$ cat src/rtl/snode_pkg.sv
`timescale 1ns/1ps
package snode_pkg;
    localparam int OPC_W    = 4;
    localparam int NBR_DIRS = 4;

    typedef enum logic [OPC_W-1:0] {
        OP_LDI  = 4'd0,
        OP_ADD  = 4'd1,
        OP_SUB  = 4'd2,
        OP_AND  = 4'd3,
        OP_OR   = 4'd4,
        OP_XOR  = 4'd5,
        OP_SHF  = 4'd6,
        OP_LD   = 4'd7,
        OP_ST   = 4'd8,
        OP_MAC  = 4'd9,
        OP_MCLR = 4'd10,
        OP_MVH  = 4'd11,
        OP_MVL  = 4'd12,
        OP_NWR  = 4'd13,
        OP_NRD  = 4'd14,
        OP_SMP  = 4'd15
    } snode_op_e;
endpackage

$ cat src/rtl/snode_alu.sv
`timescale 1ns/1ps
module snode_alu import snode_pkg::*; #(
    parameter int DATA_W = 8
) (
    input  snode_op_e          op,
    input  logic [DATA_W-1:0]  a,
    input  logic [DATA_W-1:0]  b,
    input  logic [3:0]         shctl,
    output logic [DATA_W-1:0]  y
);
    always_comb begin
        y = a;
        unique case (op)
            OP_ADD: y = a + b;
            OP_SUB: y = a - b;
            OP_AND: y = a & b;
            OP_OR:  y = a | b;
            OP_XOR: y = a ^ b;
            OP_SHF: y = shctl[3] ? (a >> shctl[2:0]) : (a << shctl[2:0]);
            default: y = a;
        endcase
    end
endmodule

$ cat src/rtl/snode_mac.sv
`timescale 1ns/1ps
module snode_mac #(
    parameter int DATA_W = 8,
    parameter int ACC_W  = 16
) (
    input  logic              en,
    input  logic              clr,
    input  logic [DATA_W-1:0] a,
    input  logic [DATA_W-1:0] b,
    input  logic [ACC_W-1:0]  acc_q,
    output logic [ACC_W-1:0]  acc_d
);
    logic [ACC_W-1:0] prod;

    assign prod = ACC_W'(a) * ACC_W'(b);

    always_comb begin
        if (clr)
            acc_d = '0;
        else if (en)
            acc_d = acc_q + prod;
        else
            acc_d = acc_q;
    end
endmodule

$ cat src/rtl/snode_lmem.sv
`timescale 1ns/1ps
module snode_lmem #(
    parameter int DATA_W = 8,
    parameter int WORDS  = 64,
    parameter int ADDR_W = 8,
    localparam int IDX_W = $clog2(WORDS)
) (
    input  logic              clk,
    input  logic              rst_n,
    input  logic [ADDR_W-1:0] rd_addr,
    output logic [DATA_W-1:0] rd_data,
    input  logic              a_we,
    input  logic [ADDR_W-1:0] a_addr,
    input  logic [DATA_W-1:0] a_wdata,
    input  logic              b_we,
    input  logic [ADDR_W-1:0] b_addr,
    input  logic [DATA_W-1:0] b_wdata
);
    logic [WORDS-1:0][DATA_W-1:0] mem_d, mem_q;

    function automatic logic in_range(input logic [ADDR_W-1:0] addr);
        return int'(addr) < WORDS;
    endfunction

    assign rd_data = in_range(rd_addr) ? mem_q[rd_addr[IDX_W-1:0]] : '0;

    // port b is the capture copy; port a (instruction store) is applied last and wins
    always_comb begin
        mem_d = mem_q;
        if (b_we && in_range(b_addr))
            mem_d[b_addr[IDX_W-1:0]] = b_wdata;
        if (a_we && in_range(a_addr))
            mem_d[a_addr[IDX_W-1:0]] = a_wdata;
    end

    always_ff @(posedge clk or negedge rst_n) begin
        if (!rst_n)
            mem_q <= '0;
        else
            mem_q <= mem_d;
    end
endmodule

$ cat src/rtl/snode_sampler.sv
`timescale 1ns/1ps
module snode_sampler #(
    parameter int DATA_W   = 8,
    parameter int CHANNELS = 16,
    parameter int ADDR_W   = 8,
    localparam int IDX_W   = $clog2(CHANNELS)
) (
    input  logic                       clk,
    input  logic                       rst_n,
    input  logic                       start,
    input  logic [CHANNELS*DATA_W-1:0] det_data,
    output logic                       busy,
    output logic                       wr_en,
    output logic [ADDR_W-1:0]          wr_addr,
    output logic [DATA_W-1:0]          wr_data
);
    typedef struct packed {
        logic                             busy;
        logic [IDX_W-1:0]                 idx;
        logic [CHANNELS-1:0][DATA_W-1:0]  snap;
    } smp_t;

    smp_t s_d, s_q;

    always_comb begin
        s_d = s_q;
        if (s_q.busy) begin
            if (s_q.idx == IDX_W'(CHANNELS - 1))
                s_d.busy = 1'b0;
            else
                s_d.idx = s_q.idx + 1'b1;
        end else if (start) begin
            s_d.busy = 1'b1;
            s_d.idx  = '0;
            s_d.snap = det_data;
        end
    end

    always_ff @(posedge clk or negedge rst_n) begin
        if (!rst_n)
            s_q <= '0;
        else
            s_q <= s_d;
    end

    assign busy    = s_q.busy;
    assign wr_en   = s_q.busy;
    assign wr_addr = ADDR_W'(s_q.idx);
    assign wr_data = s_q.snap[s_q.idx];
endmodule

$ cat src/rtl/simd_pixel_node.sv
`timescale 1ns/1ps
module simd_pixel_node import snode_pkg::*; #(
    parameter int DATA_W    = 8,
    parameter int REGS      = 8,
    parameter int MEM_WORDS = 64,
    parameter int ADDR_W    = 8,
    parameter int CHANNELS  = 16,
    localparam int RIDX_W   = $clog2(REGS),
    localparam int ACC_W    = 2 * DATA_W,
    localparam int INSTR_W  = OPC_W + 2 * RIDX_W + ADDR_W
) (
    input  logic                       clk,
    input  logic                       rst_n,
    input  logic                       instr_valid,
    input  logic [INSTR_W-1:0]         instr,
    input  logic [CHANNELS*DATA_W-1:0] det_data,
    input  logic [NBR_DIRS-1:0]        nbr_present,
    input  logic [DATA_W-1:0]          nbr_n_in,
    input  logic [DATA_W-1:0]          nbr_e_in,
    input  logic [DATA_W-1:0]          nbr_w_in,
    input  logic [DATA_W-1:0]          nbr_s_in,
    output logic [DATA_W-1:0]          news_out,
    output logic [ACC_W-1:0]           acc_out,
    output logic                       busy
);
    typedef struct packed {
        logic [REGS-1:0][DATA_W-1:0] rf;
        logic [ACC_W-1:0]            acc;
        logic [DATA_W-1:0]           nout;
    } core_t;

    core_t s_d, s_q;

    // instruction fields
    snode_op_e         op;
    logic [RIDX_W-1:0] rd, rs;
    logic [ADDR_W-1:0] imm;

    assign op  = snode_op_e'(instr[INSTR_W-1 -: OPC_W]);
    assign rd  = instr[ADDR_W + 2*RIDX_W - 1 -: RIDX_W];
    assign rs  = instr[ADDR_W + RIDX_W - 1 -: RIDX_W];
    assign imm = instr[ADDR_W-1:0];

    logic [DATA_W-1:0] opa, opb;
    assign opa = s_q.rf[rd];
    assign opb = s_q.rf[rs];

    // neighbour inputs, zeroed per missing direction
    logic [NBR_DIRS-1:0][DATA_W-1:0] nbr_raw, nbr_gated;
    logic [DATA_W-1:0]               nbr_sel;

    assign nbr_raw = {nbr_s_in, nbr_w_in, nbr_e_in, nbr_n_in};

    for (genvar g = 0; g < NBR_DIRS; g++) begin : g_nbr
        assign nbr_gated[g] = nbr_present[g] ? nbr_raw[g] : '0;
    end

    assign nbr_sel = nbr_gated[imm[1:0]];

    // functional units
    logic [DATA_W-1:0] alu_y;
    logic [ACC_W-1:0]  mac_acc_d;
    logic [DATA_W-1:0] mem_rd_data;
    logic              smp_wr_en;
    logic [ADDR_W-1:0] smp_wr_addr;
    logic [DATA_W-1:0] smp_wr_data;

    snode_alu #(.DATA_W(DATA_W)) i_alu (
        .op    (op),
        .a     (opa),
        .b     (opb),
        .shctl (imm[3:0]),
        .y     (alu_y)
    );

    snode_mac #(.DATA_W(DATA_W), .ACC_W(ACC_W)) i_mac (
        .en    (instr_valid && op == OP_MAC),
        .clr   (instr_valid && op == OP_MCLR),
        .a     (opa),
        .b     (opb),
        .acc_q (s_q.acc),
        .acc_d (mac_acc_d)
    );

    snode_sampler #(.DATA_W(DATA_W), .CHANNELS(CHANNELS), .ADDR_W(ADDR_W)) i_smp (
        .clk      (clk),
        .rst_n    (rst_n),
        .start    (instr_valid && op == OP_SMP),
        .det_data (det_data),
        .busy     (busy),
        .wr_en    (smp_wr_en),
        .wr_addr  (smp_wr_addr),
        .wr_data  (smp_wr_data)
    );

    snode_lmem #(.DATA_W(DATA_W), .WORDS(MEM_WORDS), .ADDR_W(ADDR_W)) i_mem (
        .clk     (clk),
        .rst_n   (rst_n),
        .rd_addr (imm),
        .rd_data (mem_rd_data),
        .a_we    (instr_valid && op == OP_ST),
        .a_addr  (imm),
        .a_wdata (opb),
        .b_we    (smp_wr_en),
        .b_addr  (smp_wr_addr),
        .b_wdata (smp_wr_data)
    );

    always_comb begin
        s_d     = s_q;
        s_d.acc = mac_acc_d;
        if (instr_valid) begin
            case (op)
                OP_LDI:  s_d.rf[rd] = DATA_W'(imm);
                OP_ADD, OP_SUB, OP_AND, OP_OR, OP_XOR, OP_SHF:
                         s_d.rf[rd] = alu_y;
                OP_LD:   s_d.rf[rd] = mem_rd_data;
                OP_MVH:  s_d.rf[rd] = s_q.acc[ACC_W-1 -: DATA_W];
                OP_MVL:  s_d.rf[rd] = s_q.acc[DATA_W-1:0];
                OP_NWR:  s_d.nout   = opb;
                OP_NRD:  s_d.rf[rd] = nbr_sel;
                default: ;
            endcase
        end
    end

    always_ff @(posedge clk or negedge rst_n) begin
        if (!rst_n)
            s_q <= '0;
        else
            s_q <= s_d;
    end

    assign news_out = s_q.nout;
    assign acc_out  = s_q.acc;
endmodule

$ cat config.mk
export PLATFORM = sky130hd
export DESIGN_NAME = simd_pixel_node
export DESIGN_NICKNAME = d
export VERILOG_FILES = /design/src/rtl/snode_pkg.sv /design/src/rtl/snode_alu.sv /design/src/rtl/snode_mac.sv /design/src/rtl/snode_lmem.sv /design/src/rtl/snode_sampler.sv /design/src/rtl/simd_pixel_node.sv
export SDC_FILE = /design/constraint.sdc
export NUM_CORES = 2
export LEC_CHECK = 0
export BUFFER_PORTS_ARGS = -buffer_cell sky130_fd_sc_hd__buf_2
export CORE_ASPECT_RATIO = 1.5
export CORE_MARGIN = 4
export CORE_UTILIZATION = 40
export DETAILED_ROUTE_END_ITERATION = 10
export GPL_TIMING_DRIVEN = 0
export HOLD_SLACK_MARGIN = 0.12
export MAX_ROUTING_LAYER = met4
export PLACE_DENSITY = 0.52
export SLEW_MARGIN = 20
export SYNTH_ARGS = -nofsm -noshare
export SYNTH_HDL_FRONTEND = slang
export SYNTH_SLANG_ARGS = --single-unit
$ cat constraint.sdc
create_clock -name clk -period 6.15 [get_ports clk]
set_input_delay 0.615 -clock clk [delete_from_list [all_inputs] [get_ports clk]]
set_output_delay 0.615 -clock clk [all_outputs]
set_load 0.005 [all_outputs]
==> impl_metrics.csv <==
group,metric,value,unit
outcome,status,"completed",
power_and_ir_drop,power.leakage,20.2,nW
finish,postLayoutCellArea,45400,um2
flow_run,cap_violations,0,
timing,fmax,167,MHz
timing,period_share,0.972,
drt,drt_iter0_markers,3781,
setup_path,crit_path_top_delay_cell,"fa_1",
placement,placed_area,42300,um2
clock_tree,clk_path_buf_depth,3,
drt,routed_via_density,6.09,
synth,yosysWarnings,0,
setup_path,crit_required,6.76,ns
timing,setup_viol,0,
power_and_ir_drop,peakVddDrop,333,uV
drt,firstDrtPassIters,9,
clock_tree,cts_root_buf,"clkbuf_16",
timing,max_slew_margin,0.0848,
setup_path,crit_type,"flop to flop",
synth,synthesis.instances,3934,
floorplanning,die_h,391,um
synth,synth_edf_count,0,
synth,synth_area_leaders,"dfrtp_1 (47%), o21ai_0 (6.0%), nand2_1 (5.9%)",
power_and_ir_drop,total_power,18.5,mW
clock_tree,htreeDepth,3,
setup_path,cpLargestDelayFamily,"adder cells",
timing,tightest_slew,1.37,ns
floorplanning,start_util,0.403,
placement,hpwlAfterDp,127000,um
global_routing,grt_pass1_wl,249000,um
global_routing,first_global_vias,34400,
floorplanning,num_io_pins,210,
setup_path,critical_path.max_stage_delay,0.54,ns
synth,ys_ff_latch,733,
drt,routedWlPerCell,31.1,um
synth,yosysSeqAreaShare,0.468,
floorplanning,core,97200,um2
setup_path,end_kind,"flop",
global_routing,overflow,0,
drt,routed_wl,175000,um
setup_path,critical_path.max_fanout,10,
clock_tree,clk_latency,0.70,ns
synth,netlist_area,39200,um2
synth,yosysMostFrequentCell,"dfrtp_1",
setup_path,crit_chain,"mux4_2, mux2i_2, inv_1, clkbuf_1, ha_1, fa_1, fa_1, fa_1, inv_1, fa_1, inv_1, ha_1, inv_1, a21o_1, a21oi_1, nand4_1, a31oi_1, xnor2_1, a21oi_1, mux2i_1",
finish,area_delta_synth_final,15.7,%
synth,syn-num-nets,4233,
synth,synth-async-reset-ratio,1.00,
clock_tree,cts_buffers,79,
placement,gp_congestion,1.04,
clock_tree,cts_sinks,733,
global_routing,grt_max_degree,92,
synth,synth_commonest_cells,"dfrtp_1 (733), nand2_1 (617), o21ai_0 (467), nor2_1 (274), clkbuf_1 (223)",
floorplanning,fp-row-count,140,
global_routing,gr-usage-all-layers,0.342,
timing,hold_viol,0,
timing,clock_skew,0.0224,ns
placement,portBuffers,203,
drt,vias,34200,
timing,fin_crit,5.98,ns
synth,ys_types,85,
power_and_ir_drop,power.density,407,nW/um2
finish,drive_gt1_frac,0.183,
drt,drc_errors,0,
global_routing,antenna_found_initial,10,
timing,worst_slack,0.174,ns
floorplanning,die_w,264,um
min_path,hp-class,"input port to flop",
clock_tree,cts_tree,"yes",
synth,syn_avg_cell_area,9.96,um2
floorplanning,die_area,103000,um2
synth,post-synth-top-area-fraction,0.468,
drt,ant_nets,0,
synth,synth_top_area_cell,"dfrtp_1",
setup_path,cp-start-kind,"flop",
clock_tree,clk_pin_slew,0.06,ns
setup_path,critPathArrivalTime,6.58,ns
placement,place_ws,-1.78,ns
finish,nets,4573,
synth,synth_flop_cell,"dfrtp_1",
setup_path,cp_num_buf_inv,5,
timing,slew_viol_final,0,
[stage by stage]
stage	util	hold WS [ns]	std cells	setup TNS, ns
2_1_floorplan	-	0.319	3934	0
3_3_place_gp	0.430	0.457	5415	-8977.16
3_5_place_dp	0.435	0.439	5437	-43.41
4_1_cts	0.465	0.120	5596	0
5_1_grt	0.466	0.147	5615	-0.00140
6_report	0.467	0.154	5616	0
[metal layers]
metal | vias to the layer above | GRT usage | part of all wire
li1 | 14700 | - | -
met1 | 17000 | 0.378 | 0.35
met2 | 1856 | 0.553 | 0.48
met3 | 615 | 0.0680 | 0.081
met4 | 0 | 0.249 | 0.091
met5 | - | - | 0
[sequential cells by signal, summed over array words and instances (netlist names)]
signal         count
news_out           8
acc_out           16
i_smp.wr_addr      4
i_mem.mem_q      512
i_smp.s_q        128
s_q               64
i_smp.busy         1
[layout make-up]
class                   count  area [um2]
well taps                1278        1600
fillers                  9439       51900
inverters                 138         539
diodes                     11        27.5
clock inverters            29         379
clock buffers             105        2140
multi-input cells        2734       19000
repair buffers            270        1790
flip-flops and latches    733       18300
plain buffers             318        1490
[power breakdown]
group          internal, mW  switching (mW)  total (mW)
Sequential             5.77           0.713        6.48
Clock                  2.72            2.17        4.89
Combinational          2.89            4.20        7.10
[logic make-up (layout without fill, tap and decap cells)]
logic type	count (synthesis)	count (layout)	share of synthesized area
AO/OA/AOI/OAI	1064	1064	0.169
XOR/XNOR	23	23	0.00514
adder cells (fa/ha/maj)	114	114	0.0462
buffers and inverters	467	860	0.0502
flip-flops	733	733	0.468
multiplexers	446	446	0.146
other	0	11	0
AND/OR/NAND/NOR	1087	1087	0.115
[cell usage in the layout, fill, tap and decap left out, types with 51 or more instances in the layout]
master	count
fa_1	51
inv_1	126
nand2_1	617
buf_4	63
dfrtp_1	733
a221oi_1	90
clkbuf_1	203
mux4_2	82
nor2_1	270
mux2i_1	182
o21ai_0	467
buf_2	248
clkbuf_16	79
a22oi_1	71
mux2_2	173
ha_1	63
a21oi_1	193
[worst paths after layout]
| path | startpoint | depth (start not counted) | to | slack, ns |
|---|---|---|---|---|
| worst max-delay path | s_q[75] | 20 | acc_out[15] | 0.17 |
| worst min-delay path | det_data[89] | 2 | i_smp.s_q[89] | 0.15 |
| worst max register to register | s_q[75] | 20 | acc_out[15] | 0.17 |
| worst min register to register | i_mem.mem_q[136] | 2 | i_mem.mem_q[136] | 0.47 |
| max in group asynchronous | rst_n | 6 | i_mem.mem_q[174] | 3.75 |
| min in group asynchronous | rst_n | 2 | acc_out[9] | 0.33 |
[timing repair]
action | 4_1_cts | 5_1_grt
endpoints found under the setup margin | 27 | 4
buffers inserted | 9 | 10
hold buffers | 25 | 0
gates resized for setup | 24 | 20
pin swaps | 0 | 0
hold endpoints to repair | 199 | 0
No activity file was read; power rests on OpenSTA's default activity.
